==> config.mk <==
export PLATFORM = sky130hd
export DESIGN_NAME = irq_flag_bank
export DESIGN_NICKNAME = d
export VERILOG_FILES = /design/src/rtl/irqf_pkg.sv /design/src/rtl/irqf_flag_fsm.sv /design/src/rtl/irqf_bus_decode.sv /design/src/rtl/irq_flag_bank.sv
export SDC_FILE = /design/constraint.sdc
export NUM_CORES = 1
export LEC_CHECK = 0
export CAP_MARGIN = 10
export CORE_MARGIN = 2
export CORE_UTILIZATION = 37
export CTS_CLUSTER_DIAMETER = 40
export DETAILED_ROUTE_END_ITERATION = 7
export DONT_BUFFER_PORTS = 1
export GPL_ROUTABILITY_DRIVEN = 1
export GPL_TIMING_DRIVEN = 0
export HOLD_SLACK_MARGIN = 0.08
export PLACE_DENSITY_LB_ADDON = 0.2
export SYNTH_ARGS = -nofsm -noshare
export SYNTH_HDL_FRONTEND = slang
export SYNTH_SLANG_ARGS = --single-unit
==> constraint.sdc <==
create_clock -name clk -period 3.55 [get_ports clk]
set_input_delay 0.355 -clock clk [delete_from_list [all_inputs] [get_ports clk]]
set_output_delay 0.355 -clock clk [all_outputs]
set_load 0.01 [all_outputs]
==> src/rtl/irqf_pkg.sv <==
package irqf_pkg;
    typedef enum logic [1:0] {
        FS_IDLE = 2'd0,
        FS_LIVE = 2'd1,
        FS_SOFT = 2'd2
    } flag_state_e;

    localparam logic [1:0] SEL_FLAG = 2'd0;
    localparam logic [1:0] SEL_ENAB = 2'd1;
    localparam logic [1:0] SEL_MAST = 2'd2;
endpackage

==> src/rtl/irqf_flag_fsm.sv <==
module irqf_flag_fsm
    import irqf_pkg::*;
(
    input  logic clk,
    input  logic rst_n,
    input  logic ev_i,
    input  logic ack_i,
    input  logic wr_i,
    input  logic wd_i,
    input  logic retire_i,
    output logic flag_o,
    output logic elig_o
);
    flag_state_e st_q, st_d;

    always_comb begin
        st_d = st_q;
        unique case (st_q)
            FS_IDLE: begin
                if (ev_i)              st_d = FS_LIVE;
                else if (wr_i && wd_i) st_d = FS_SOFT;
            end
            FS_LIVE: begin
                if (ev_i)              st_d = FS_LIVE;
                else if (wr_i)         st_d = wd_i ? FS_LIVE : FS_IDLE;
                else if (ack_i)        st_d = FS_IDLE;
            end
            FS_SOFT: begin
                if (ev_i)              st_d = FS_LIVE;
                else if (wr_i)         st_d = wd_i ? FS_SOFT : FS_IDLE;
                else if (ack_i)        st_d = FS_IDLE;
                else if (retire_i)     st_d = FS_LIVE;
            end
            default:                   st_d = FS_IDLE;
        endcase
    end

    always_ff @(posedge clk or negedge rst_n) begin
        if (!rst_n) st_q <= FS_IDLE;
        else        st_q <= st_d;
    end

    always_comb begin
        flag_o = (st_q != FS_IDLE);
        elig_o = (st_q == FS_LIVE);
    end
endmodule

==> src/rtl/irqf_bus_decode.sv <==
module irqf_bus_decode
    import irqf_pkg::*;
#(
    parameter int unsigned WIDTH = 16,
    localparam int unsigned LANES = WIDTH / 8,
    localparam int unsigned LB = (LANES > 1) ? $clog2(LANES) : 1,
    localparam int unsigned AW = LB + 2
) (
    input  logic [AW-1:0]    addr_i,
    input  logic             wen_i,
    input  logic             word_i,
    input  logic [WIDTH-1:0] wdata_i,
    input  logic [WIDTH-1:0] flag_i,
    input  logic [WIDTH-1:0] enab_i,
    input  logic             mie_i,
    output logic [WIDTH-1:0] wr_flag_o,
    output logic [WIDTH-1:0] wr_enab_o,
    output logic             wr_mie_o,
    output logic [WIDTH-1:0] wlane_o,
    output logic [WIDTH-1:0] rdata_o
);
    logic [1:0]       sel;
    logic [LB-1:0]    lane_idx;
    logic [WIDTH-1:0] bit_mask;
    logic [WIDTH-1:0] rsrc;

    assign sel      = addr_i[AW-1:LB];
    assign lane_idx = addr_i[LB-1:0];
    assign wlane_o  = word_i ? wdata_i : {LANES{wdata_i[7:0]}};

    for (genvar l = 0; l < LANES; l++) begin : g_lane
        assign bit_mask[8*l +: 8] = {8{word_i || (lane_idx == LB'(l))}};
    end

    always_comb begin
        wr_flag_o = '0;
        wr_enab_o = '0;
        wr_mie_o  = 1'b0;
        if (wen_i) begin
            unique case (sel)
                SEL_FLAG: wr_flag_o = bit_mask;
                SEL_ENAB: wr_enab_o = bit_mask;
                SEL_MAST: wr_mie_o  = word_i || (lane_idx == '0);
                default:  ;
            endcase
        end
    end

    always_comb begin
        unique case (sel)
            SEL_FLAG: rsrc = flag_i;
            SEL_ENAB: rsrc = enab_i;
            SEL_MAST: rsrc = {{(WIDTH-1){1'b0}}, mie_i};
            default:  rsrc = '0;
        endcase
        if (word_i) rdata_o = rsrc;
        else        rdata_o = {{(WIDTH-8){1'b0}}, rsrc[8*lane_idx +: 8]};
    end
endmodule

==> src/rtl/irq_flag_bank.sv <==
module irq_flag_bank #(
    parameter int unsigned WIDTH = 16,
    parameter logic [WIDTH-1:0] IMPL_MASK = 16'hFD57,
    localparam int unsigned LANES = WIDTH / 8,
    localparam int unsigned LB = (LANES > 1) ? $clog2(LANES) : 1,
    localparam int unsigned AW = LB + 2
) (
    input  logic             clk,
    input  logic             rst_n,
    input  logic [WIDTH-1:0] ev_pulse,
    input  logic             ack_stb,
    input  logic [WIDTH-1:0] ack_onehot,
    input  logic             retire_stb,
    input  logic [AW-1:0]    bus_addr,
    input  logic             bus_wen,
    input  logic             bus_word,
    input  logic [WIDTH-1:0] bus_wdata,
    output logic [WIDTH-1:0] bus_rdata,
    output logic [WIDTH-1:0] irq_pend
);
    logic [WIDTH-1:0] flag_vec;
    logic [WIDTH-1:0] elig_vec;
    logic [WIDTH-1:0] en_q;
    logic             mie_q;
    logic [WIDTH-1:0] wr_flag;
    logic [WIDTH-1:0] wr_enab;
    logic             wr_mie;
    logic [WIDTH-1:0] wlane;

    irqf_bus_decode #(.WIDTH(WIDTH)) u_dec (
        .addr_i    (bus_addr),
        .wen_i     (bus_wen),
        .word_i    (bus_word),
        .wdata_i   (bus_wdata),
        .flag_i    (flag_vec),
        .enab_i    (en_q),
        .mie_i     (mie_q),
        .wr_flag_o (wr_flag),
        .wr_enab_o (wr_enab),
        .wr_mie_o  (wr_mie),
        .wlane_o   (wlane),
        .rdata_o   (bus_rdata)
    );

    for (genvar i = 0; i < WIDTH; i++) begin : g_src
        if (IMPL_MASK[i]) begin : g_impl
            irqf_flag_fsm u_fsm (
                .clk      (clk),
                .rst_n    (rst_n),
                .ev_i     (ev_pulse[i]),
                .ack_i    (ack_stb && ack_onehot[i]),
                .wr_i     (wr_flag[i]),
                .wd_i     (wlane[i]),
                .retire_i (retire_stb),
                .flag_o   (flag_vec[i]),
                .elig_o   (elig_vec[i])
            );
            always_ff @(posedge clk or negedge rst_n) begin
                if (!rst_n)          en_q[i] <= 1'b0;
                else if (wr_enab[i]) en_q[i] <= wlane[i];
            end
        end else begin : g_rsvd
            assign flag_vec[i] = 1'b0;
            assign elig_vec[i] = 1'b0;
            assign en_q[i]     = 1'b0;
        end
    end

    always_ff @(posedge clk or negedge rst_n) begin
        if (!rst_n)      mie_q <= 1'b0;
        else if (wr_mie) mie_q <= wlane[0];
    end

    assign irq_pend = elig_vec & en_q & {WIDTH{mie_q}};
endmodule

==> impl_metrics.csv <==
group,metric,value,unit
global_route,grt_pass1_wl,12.8,mm
clocking,postCtsHoldBufs,2,
clocking,htree_levels,2,
clocking,cts_sinks,37,
logic_synthesis,synth.area.top_cells,"dfrtp_1 35%, nor3_1 5.8%, nand2_1 4.4%",
clocking,cts-root-buf,"clkbuf_8",
logic_synthesis,synthArstFlopShare,100,%
placement,place_area,2790,µm²
worst_setup_path,startpoint_type,"input pin",
floorplanning,rows,30,
clocking,clk_latency,0.29,ns
layout,fin_area,2900,µm²
worst_setup_path,timing.rr.end,"g_src[11].g_impl.u_fsm.st_q[0]$_DFFE_PN0P_",
global_route,gr-total-overflow,0,
layout,drive_gt1_share,12.7,%
global_route,grt_max_degree,38,
timing,fin_crit,2.24,ns
floorplanning,core,6870,µm²
clocking,clockBufferDepth,2,
detailed_routing,vias_per_cell,5.98,
global_route,grt_pass1_vias,2415,
global_route,grt_antenna_before_repair,0,
logic_synthesis,syn-cell-area,2660,µm²
worst_setup_path,path_max_fanout,10,
job,drv_cap,0,
logic_synthesis,ys_top_cells_by_count,"37 x dfrtp_1, 31 x nand2_1, 31 x nor3_1",
timing,worst_pin_slew,0.775,ns
logic_synthesis,synth_top_area_share,34.8,%
outcome,outcome,"finished clean",
clocking,cts_tree,"done",
timing,setup_viol,0,
logic_synthesis,synth-seq-cells,37,
layout,final_core_util,42.3,%
logic_synthesis,synth_edf_count,0,
layout,areaGrowthSynthToFinish,9.22,%
timing,slew_headroom,48.0,%
layout,diodes,0,
detailed_routing,drt_wl_total,8.50,mm
min_path,min_from,"ev_pulse[10]",
timing,rsz0062_at_grt,"no",
detailed_routing,drt_pass1_iterations,4,
timing,skew,0.0115,ns
timing,final-max-slew-violation-count,0,
detailed_routing,route.antenna.remaining_nets,0,
worst_setup_path,required,3.19,ns
logic_synthesis,synthFlopType,"dfrtp_1",
worst_setup_path,endpoint_kind,"primary output",
layout,multiInputGateArea,1570,µm²
floorplanning,start_util,38.7,%
power,p_per_area,374,nW/µm²
detailed_routing,vias,2546,
min_path,hold_end,"g_src[10].g_impl.u_fsm.st_q[1]$_DFFE_PN0P_",
min_path,holdCritPathClass,"input pin to flop",
worst_setup_path,critical_path_class,"input pin to primary output",
floorplanning,num_io_pins,89,
logic_synthesis,syn_avg_cell_area,8.41,µm²
clocking,numCtsBuffers,5,
power,vdd_drop_max,0.205,mV
timing,setup_tns,0,ns
floorplanning,die_area,7880,µm²
clocking,postCtsSetupRepairBufs,0,
timing,hold_ws,0.110,ns
detailed_routing,drt-initial-drc-count,183,
clocking,clk_pin_slew_worst_paths,0.08,ns
logic_synthesis,yosysTopAreaCell,"dfrtp_1",
worst_setup_path,r2r_setup_slack,2.30,ns
floorplanning,die_h,88.8,µm
logic_synthesis,yosysWarningCount,0,
logic_synthesis,synth_most_common_cell,"dfrtp_1",
floorplanning,die_x,88.8,µm
min_path,hold_path_depth,1,
layout,fin_nets,386,
timing,hold_violations,0,
detailed_routing,drc,0,
global_route,grtUsageTotal,21.7,%
worst_setup_path,regToRegStartpoint,"g_src[11].g_impl.u_fsm.st_q[1]$_DFFE_PN0P_",
worst_setup_path,crit_start,"bus_addr[1]",
clocking,cts_resized,0,
layout,fill_cells,707,
worst_setup_path,arrival,1.89,ns
logic_synthesis,yosysSeqAreaShare,34.8,%
layout,layout.area.seq,926,µm²
detailed_routing,wire_per_inst,19.9,µm
logic_synthesis,synth_cells,316,
logic_synthesis,yosysUniqueCellTypes,47,
power,leakage,0.00116,µW
placement,io_buffers,0,
placement,gp_congestion,0.894,
timing,finalCritPeriodShare,63.2,%
worst_setup_path,ff2ff_path_depth,4,
timing,max_freq,446,MHz
placement,hpwlAfterDp,6.19,mm
-- flip-flops by register name (all words and copies together) (netlist names) --
name	count
en_q	12
g_src.g_impl.u_fsm.st_q	24
mie_q	1
-- through the flow --
step | total power, µW | setup slack, ns | cells
after floorplan | 714 | 1.67 | 320
after global placement | 780 | 1.29 | 416
after detailed placement | 785 | 1.29 | 416
after CTS | 1090 | 1.29 | 426
after global routing | 1140 | 1.19 | 426
final | 1090 | 1.31 | 426
-- kinds of logic (layout without fill, tap and decap cells) --
| logic type | Yosys count | after routing | share of synthesized area (%) |
|---|---|---|---|
| other cells | 1 | 5 | 0.141 |
| buf+inv | 37 | 47 | 6.87 |
| mux | 16 | 16 | 6.40 |
| compound gates | 81 | 81 | 22.9 |
| simple gates | 144 | 144 | 28.9 |
| flops | 37 | 37 | 34.8 |
-- per-layer routing --
layer,global-route usage [%],vias to the layer above,share of wire (%),wire length [µm]
met5,0,-,0,0
met4,5.79,0,1.4,118
met3,6.62,8,9.1,777
met2,34.2,88,47,3960
met1,28.9,1249,43,3640
li1,-,1201,-,-
-- power breakdown --
part	leakage [µW]	switching (µW)	total [µW]	internal, µW
combinational	0.000675	169	275	106
clock	0.0000395	157	297	140
sequential	0.000447	46.7	515	468
-- cell usage in the layout, fill, tap and decap left out, types with 3 or more instances in the layout --
cell       n
and3_1     6
or2_2      3
a21boi_0   4
o21ai_0    8
nand2_1   31
a221oi_1   6
a31oi_1    6
a22oi_1    4
o221ai_1   3
nand3_1    7
clkbuf_8   5
inv_1     13
and2_1     3
nor2_1    27
dfrtp_1   37
o2111a_1   4
conb_1     5
buf_2      8
o32ai_1    4
or3_1      3
mux2i_1    8
nand2b_1   6
a211oi_1   9
nand4b_1   6
and4b_1    6
nor3_1    31
buf_4      5
nor2b_1    7
a21oi_1   14
clkbuf_1  12
a41oi_1    4
mux2_2     8
-- final cells by class --
cell class	count	share of cell area, %
multi-input cells	246	53.9
flip-flops and latches	37	31.9
plain buffers	24	4.61
well taps	96	4.14
clock buffers	8	2.76
inverters	13	1.68
repair buffers	2	1.03
-- worst max-delay path, cell delays in order --
cell,delay [ns]
buf_2,0.16
inv_1,0.09
buf_2,0.23
buf_2,0.29
nor2_1,0.10
o41ai_1,0.66
-- worst max-delay path by stage --
stage	end	slack, ns	depth (start not counted)
after floorplan	bus_rdata[0]	1.67	6
after global placement	bus_rdata[0]	1.29	6
after detailed placement	bus_rdata[0]	1.29	6
after CTS	bus_rdata[0]	1.29	6
after global routing	bus_rdata[8]	1.19	6
final	bus_rdata[0]	1.31	6
Power figures use the tool's default switching activity.
